## config.mk

```make
export PLATFORM = sky130hd
export DESIGN_NAME = cob_unit
export DESIGN_NICKNAME = d
export VERILOG_FILES = /design/src/rtl/cob_pkg.sv /design/src/rtl/cob_store.sv /design/src/rtl/cob_arb.sv /design/src/rtl/cob_drain.sv /design/src/rtl/cob_unit.sv
export SDC_FILE = /design/constraint.sdc
export NUM_CORES = 1
export LEC_CHECK = 0
export BUFFER_PORTS_ARGS = -buffer_cell sky130_fd_sc_hd__buf_2
export CAP_MARGIN = 20
export CORE_AREA = 2 2 200 202
export DETAILED_ROUTE_END_ITERATION = 8
export DIE_AREA = 0 0 202 204
export HOLD_SLACK_MARGIN = 0.02
export SYNTH_ARGS = -nofsm -noshare
export SYNTH_HDL_FRONTEND = slang
export SYNTH_HIERARCHICAL = 1
export SYNTH_SLANG_ARGS = --single-unit
```

## constraint.sdc

```tcl
create_clock -name clk_i -period 1.9 [get_ports clk_i]
set_clock_uncertainty 0.15 [all_clocks]
set_input_delay 0.095 -clock clk_i [delete_from_list [all_inputs] [get_ports clk_i]]
set_output_delay 0.095 -clock clk_i [all_outputs]
set_load 0.03 [all_outputs]
```

## src/rtl/cob_pkg.sv

```systemverilog
package cob_pkg;
  typedef enum logic [1:0] {
    VERD_NONE   = 2'd0,
    VERD_GO     = 2'd1,
    VERD_CANCEL = 2'd2,
    VERD_SERVE  = 2'd3
  } fill_verdict_e;
endpackage

```

## src/rtl/cob_store.sv

```systemverilog
module cob_store #(
  parameter int LA_W   = 27,
  parameter int BEAT_W = 64,
  parameter int BEATS  = 4,
  parameter int WAY_W  = 2,
  localparam int LINE_W = BEATS * BEAT_W,
  localparam int BI_W   = $clog2(BEATS)
) (
  input  logic              clk_i,
  input  logic              rst_ni,
  input  logic              ld_acc_i,
  input  logic [LA_W-1:0]   ld_addr_i,
  input  logic [WAY_W-1:0]  ld_way_i,
  input  logic [LINE_W-1:0] ld_line_i,
  input  logic              rb_acc_i,
  input  logic              drain_last_i,
  input  logic              fill_done_i,
  input  logic [BI_W-1:0]   rd_sel_i,
  input  logic [BI_W-1:0]   dr_sel_i,
  output logic              valid_o,
  output logic              pending_o,
  output logic [LA_W-1:0]   addr_o,
  output logic [WAY_W-1:0]  way_o,
  output logic [BEAT_W-1:0] rd_data_o,
  output logic [BEAT_W-1:0] dr_data_o
);
  logic              valid_q, pending_q;
  logic [LA_W-1:0]   addr_q;
  logic [WAY_W-1:0]  way_q;
  logic [BEAT_W-1:0] beat_q [BEATS];

  always_ff @(posedge clk_i or negedge rst_ni) begin
    if (!rst_ni) begin
      valid_q   <= 1'b0;
      pending_q <= 1'b0;
      addr_q    <= '0;
      way_q     <= '0;
    end else begin
      if (ld_acc_i) begin
        valid_q <= 1'b1;
        addr_q  <= ld_addr_i;
        way_q   <= ld_way_i;
      end else if (rb_acc_i || drain_last_i) begin
        valid_q <= 1'b0;
      end
      // fill in flight until done or retried
      if (ld_acc_i)                     pending_q <= 1'b1;
      else if (rb_acc_i || fill_done_i) pending_q <= 1'b0;
    end
  end

  for (genvar g = 0; g < BEATS; g++) begin : g_beat
    always_ff @(posedge clk_i or negedge rst_ni) begin
      if (!rst_ni)       beat_q[g] <= '0;
      else if (ld_acc_i) beat_q[g] <= ld_line_i[g*BEAT_W +: BEAT_W];
    end
  end

  assign valid_o   = valid_q;
  assign pending_o = pending_q;
  assign addr_o    = addr_q;
  assign way_o     = way_q;
  assign rd_data_o = beat_q[rd_sel_i];
  assign dr_data_o = beat_q[dr_sel_i];
endmodule

```

## src/rtl/cob_arb.sv

```systemverilog
module cob_arb
  import cob_pkg::*;
#(
  parameter int LA_W = 27
) (
  input  logic            req_i,
  input  logic            write_i,
  input  logic            victim_dirty_i,
  input  logic [LA_W-1:0] addr_i,
  input  logic            buf_valid_i,
  input  logic [LA_W-1:0] buf_addr_i,
  output fill_verdict_e   verdict_o
);
  logic match;
  assign match = buf_valid_i && (addr_i == buf_addr_i);

  always_comb begin
    if (!req_i)                                      verdict_o = VERD_NONE;
    else if (!write_i && match)                      verdict_o = VERD_SERVE;
    else if (victim_dirty_i && buf_valid_i && !match) verdict_o = VERD_CANCEL;
    else                                             verdict_o = VERD_GO;
  end
endmodule

```

## src/rtl/cob_drain.sv

```systemverilog
module cob_drain #(
  parameter int BEATS = 4,
  localparam int BI_W = $clog2(BEATS)
) (
  input  logic            clk_i,
  input  logic            rst_ni,
  input  logic            ready_i,
  input  logic            ack_i,
  output logic            req_o,
  output logic [BI_W-1:0] beat_o,
  output logic            last_o
);
  localparam logic [BI_W-1:0] LAST = BI_W'(BEATS - 1);
  logic [BI_W-1:0] cnt_q;

  assign req_o  = ready_i;
  assign beat_o = cnt_q;
  assign last_o = ready_i && ack_i && (cnt_q == LAST);

  always_ff @(posedge clk_i or negedge rst_ni) begin
    if (!rst_ni)                cnt_q <= '0;
    else if (ready_i && ack_i)  cnt_q <= (cnt_q == LAST) ? '0 : cnt_q + 1'b1;
  end
endmodule

```

## src/rtl/cob_unit.sv

```systemverilog
module cob_unit
  import cob_pkg::*;
#(
  parameter int LA_W   = 27,
  parameter int BEAT_W = 64,
  parameter int BEATS  = 4,
  parameter int WAYS   = 4,
  localparam int LINE_W = BEATS * BEAT_W,
  localparam int BI_W   = $clog2(BEATS),
  localparam int WAY_W  = $clog2(WAYS)
) (
  input  logic              clk_i,
  input  logic              rst_ni,
  input  logic              ld_i,
  input  logic [LA_W-1:0]   ld_addr_i,
  input  logic [WAY_W-1:0]  ld_way_i,
  input  logic [LINE_W-1:0] ld_line_i,
  input  logic              fill_req_i,
  input  logic              fill_write_i,
  input  logic              fill_victim_dirty_i,
  input  logic [LA_W-1:0]   fill_addr_i,
  input  logic              fill_done_i,
  output logic              fill_go_o,
  output logic              fill_cancel_o,
  output logic              buf_serve_o,
  input  logic [BI_W-1:0]   rd_beat_i,
  output logic [BEAT_W-1:0] rd_data_o,
  input  logic              retry_i,
  output logic              rb_valid_o,
  output logic [LA_W-1:0]   rb_addr_o,
  output logic [WAY_W-1:0]  rb_way_o,
  output logic              drain_req_o,
  input  logic              drain_ack_i,
  output logic [LA_W-1:0]   drain_addr_o,
  output logic [BI_W-1:0]   drain_beat_o,
  output logic [BEAT_W-1:0] drain_data_o,
  output logic              cob_valid_o
);
  logic             valid, pending, ld_acc, rb_acc, drain_last;
  logic [LA_W-1:0]  addr;
  logic [WAY_W-1:0] way;
  fill_verdict_e    verdict;

  assign ld_acc = ld_i && !valid;
  assign rb_acc = retry_i && pending;

  cob_store #(.LA_W(LA_W), .BEAT_W(BEAT_W), .BEATS(BEATS), .WAY_W(WAY_W)) u_store (
    .clk_i, .rst_ni,
    .ld_acc_i(ld_acc), .ld_addr_i, .ld_way_i, .ld_line_i,
    .rb_acc_i(rb_acc), .drain_last_i(drain_last), .fill_done_i,
    .rd_sel_i(rd_beat_i), .dr_sel_i(drain_beat_o),
    .valid_o(valid), .pending_o(pending), .addr_o(addr), .way_o(way),
    .rd_data_o, .dr_data_o(drain_data_o)
  );

  cob_arb #(.LA_W(LA_W)) u_arb (
    .req_i(fill_req_i), .write_i(fill_write_i), .victim_dirty_i(fill_victim_dirty_i),
    .addr_i(fill_addr_i), .buf_valid_i(valid), .buf_addr_i(addr), .verdict_o(verdict)
  );

  cob_drain #(.BEATS(BEATS)) u_drain (
    .clk_i, .rst_ni,
    .ready_i(valid && !pending), .ack_i(drain_ack_i),
    .req_o(drain_req_o), .beat_o(drain_beat_o), .last_o(drain_last)
  );

  assign fill_go_o     = (verdict == VERD_GO);
  assign fill_cancel_o = (verdict == VERD_CANCEL) || (verdict == VERD_SERVE);
  assign buf_serve_o   = (verdict == VERD_SERVE);
  assign rb_valid_o    = rb_acc;
  assign rb_addr_o     = addr;
  assign rb_way_o      = way;
  assign drain_addr_o  = addr;
  assign cob_valid_o   = valid;
endmodule

```

==> results by group <==
Route
  – 1st-iter DRT viols: 453
  – First-pass DRT Iterations: 4
  – Top routing layer used: met4
  – WL/cell: 20.94 um
  – WL met3: a little under 3 mm
  – Final ANT Viol Nets: 0
  – Met2 routed WL: between 20 and 25 mm
  – # DRC: 0
  – DRT met1 WL: 17.23 mm
  – Vias per cell: a little under 5
  – Via Count: around 11,000
  – Total wire length: between 40 and 50 mm

Clocking
  – Maximum clock path buffer count: 3
  – CTS Sinks: 289
  – Clk root buf: clkbuf_16
  – CTS H-tree lvls: 2
  – Worst-path clk slew: ~0.06 ns
  – CTS buffer count: 36
  – Skew-Pair Late Insertion Delay: between 0.5 and 0.6 ns
  – TritonCTS clock tree: yes

Synth
  – Mux share of post-synthesis cell area: a little over two fifths
  – Post-Synth XOR/XNOR Area: under 10%
  – Post-synth cell types: 29
  – Largest family of logic cells by synthesized area: multiplexers
  – Post-Syn Nets: ~1,200
  – Average size of a mapped cell: ~17 um^2
  – Post-synthesis simple-gate area fraction: less than 1%
  – Flops & latches, synth: between 200 and 300
  – Post-Synth Adder-Cell Area: less than 1%
  – YS warnings: 6
  – Cells after Synth: 847
  – Compound-Gate Fraction of Synth Area: less than 1%
  – Mapped Area: approximately 0.015 mm^2
  – Seq/Total Area, Yosys: between 40% and 50%

Power and ir drop
  – Peak supply drop: 0.001050 V
  – Clock network fraction of total power: 16.1%
  – Sw frac: between 30% and 40%
  – Total chip power: 43.26 mW
  – Sequential share of power: 27.1%
  – P_sw: ~17 mW
  – Leakage: between 10 and 15 nW
  – Gate power share: a little under three fifths
  – Int Power: 26.05 mW
  – Power Density: ~1900 mW/mm^2

Cells and area
  – Area delta synth->final: 56.40%
  – Fill cells: 3,027
  – FF/Latch Area: roughly 0.0073 mm^2
  – # nets final: between 2,000 and 2,500
  – Commonest non-fill, non-tap cell in the layout: buf_2
  – Commonest non-fill, non-tap cells in the layout: 426 x buf_2, 291 x dlygate4sd3_1, 287 x mux2_2
  – Multi-input logic area: 0.006578 mm^2
  – Fin util: roughly three fifths
  – Layout cell share with drive strength beyond 1: about 64%

Timing
  – Min setup slack post-route: -0.9814 ns
  – RSZ-0062 raised after global routing: true
  – Worst-Margin Slew: ~0.50 ns
  – Final setup TNS: -23.31 ns
  – Final Setup Violations: 68
  – Final worst path period share: 151.7%
  – Max Fclk: around 0.35 GHz
  – Tmin final: a little under 3 ns
  – Worst slew margin: roughly two thirds
  – Count of final max-slew check failures: 0
  – Hold Fails Final Rpt: 0

Critical path
  – CP max stage delay: about 0.42 ns
  – Crit-path max FO: 3
  – Slowest cell on crit path: dfrtp_2
  – Crit path DAT: around 2.6 ns
  – CP endpoint kind: primary output
  – Worst setup SP type: flip-flop
  – CP required: 1.65 ns
  – Critical path class: flip-flop to primary output
  – Critical-path cell list: xnor2_2 -> nand4_1 -> nor4_2 -> buf_4 -> nand4_1 -> mux2i_2 -> buf_4 -> nor2b_4 -> buf_6

Global routing
  – Pin count of the biggest net entering global routing: 55
  – Global route overflow: 0
  – First-pass GRT wire length: between 70 and 80 mm
  – Number of global-route vias before repair: 12,644
  – Initial antenna violation count: 5
  – Gr usage total: 22.94%

Flow run
  – Max-cap viol count: 0

Die
  – Initial Util: 37.37%
  – Die X: between 200 and 250 um
  – CORE AREA: 0.03918 mm^2
  – IO Count: between 500 and 600
  – Die footprint: about 0.04 mm^2
  – Vert. Die Dim: just over 200 um
  – Placement Rows: between 70 and 80

Place
  – Placer Congestion: between 0.8 and 0.9
  – IO Port Bufs: just over 500
  – Post-DP HPWL: around 33 mm

Run status
  – Failing checks: negative setup slack
  – Status: finished, violations left

Worst hold path
  – Worst hold-check path type: input port to flip-flop
power groups by stage:
stage / clock network [mW] / logic, mW / registers, mW
after floorplan: 0 / 15.0 / 11.8
after global placement: 0 / 20.8 / 11.6
after detailed placement: 0 / 20.9 / 11.8
after CTS: 7.16 / 24.4 / 11.7
after global routing: 7.41 / 25.7 / 12.2
final: 6.96 / 24.6 / 11.7
path summary, 6_finish.rpt:
| kind | startpoint | to | slack (ns) | cells after the start |
|---|---|---|---|---|
| worst min register to register | u_store/pending_o | u_store/pending_o | 0.34 | 1 |
| worst min-delay path | ld_i | u_store/addr_o[10] | 0.08 | 4 |
| min in group asynchronous | rst_ni | u_store/addr_o[14] | 0.49 | 3 |
| worst max-delay path | u_store/addr_o[1] | fill_go_o | -0.98 | 9 |
| max in group asynchronous | rst_ni | u_store/beat_q[135] | 0.46 | 4 |
| worst max register to register | u_drain/beat_o[0] | u_store/valid_o | 0.13 | 7 |
flip-flops by register name (all words and copies together), names as in the netlist:
name and flops:
u_store/pending_o 1, u_store/addr_o 27, u_store/way_o 2, u_drain/beat_o 2, u_store/valid_o 1, u_store/beat_q 256
Yosys cell counts, drive strengths merged:
master | count | area share (%)
nor3 | 1 | 0.034
inv | 1 | 0.026
clkbuf | 3 | 0.094
buf | 86 | 5.8
nor4 | 3 | 0.13
nand3b | 1 | 0.051
ha | 1 | 0.085
and3 | 1 | 0.051
a21o | 2 | 0.10
a31oi | 1 | 0.043
and2b | 1 | 0.060
xnor2 | 16 | 0.96
mux2 | 287 | 22
mux2i | 1 | 0.068
nand4 | 5 | 0.21
dfrtp | 289 | 49
and2 | 2 | 0.094
mux4 | 128 | 20
xor2 | 11 | 0.66
nor2 | 3 | 0.077
nand2 | 1 | 0.026
nand3 | 1 | 0.034
nor2b | 2 | 0.085
metrics by stage:
| step | instances | instance area, um^2 | hold slack [ns] | worst slack, ns |
|---|---|---|---|---|
| global route | 2249 | 22900 | 0.07100 | -1.074 |
| CTS | 2241 | 22790 | 0.03903 | -0.9581 |
| detailed placement | 1878 | 17970 | -0.07182 | -0.6359 |
| floorplan | 847 | 14680 | -0.3506 | -0.02278 |
| global placement | 1878 | 17970 | -0.07242 | -0.6584 |
| finish | 2251 | 22900 | 0.08272 | -0.9814 |
cell type report:
| type | count | area share, % |
|---|---|---|
| sequential | 289 | 31.67 |
| timing repair buffer | 901 | 31.46 |
| multi-input combinational | 468 | 28.72 |
| clock buffer | 47 | 4.425 |
| tap | 525 | 2.868 |
| clock inverter | 15 | 0.7867 |
| antenna | 5 | 0.05463 |
| inverter | 1 | 0.01639 |
worst max-delay path: cells and delay by family, from the launching register on:
kind / cells / cell delay [ns]
xor+xnor: 1 / 0.14
buf+inv: 3 / 0.45
flops: 1 / 0.42
mux: 1 / 0.25
simple gates: 4 / 0.84
kinds of logic (layout without fill, tap and decap cells):
| group | Yosys count | in the layout |
|---|---|---|
| other | 0 | 5 |
| adders and majority gates | 1 | 1 |
| DFF | 289 | 289 |
| buffers and inverters | 90 | 964 |
| and+or+nand+nor | 21 | 21 |
| AOI/OAI and AO/OA | 3 | 3 |
| xor gates and xnor gates | 27 | 27 |
| muxes | 416 | 416 |
metal layers:
| layer | global-route usage, % | up-vias |
|---|---|---|
| met5 | 0 | - |
| met1 | 25.37 | 5670 |
| li1 | - | 4946 |
| met2 | 40.53 | 446 |
| met3 | 5.405 | 123 |
| met4 | 13.24 | 0 |
what timing repair did:
action / in CTS / in global routing
buffers inserted: 7 / 6
setup endpoints to repair: 76 / 78
pin swaps: 6 / 2
endpoints found under the hold margin: 578 / 0
hold buffers: 291 / 0
gates cloned: 3 / 1
gates resized for setup: 179 / 30
Note: power is estimated with default switching activity, not from simulation.
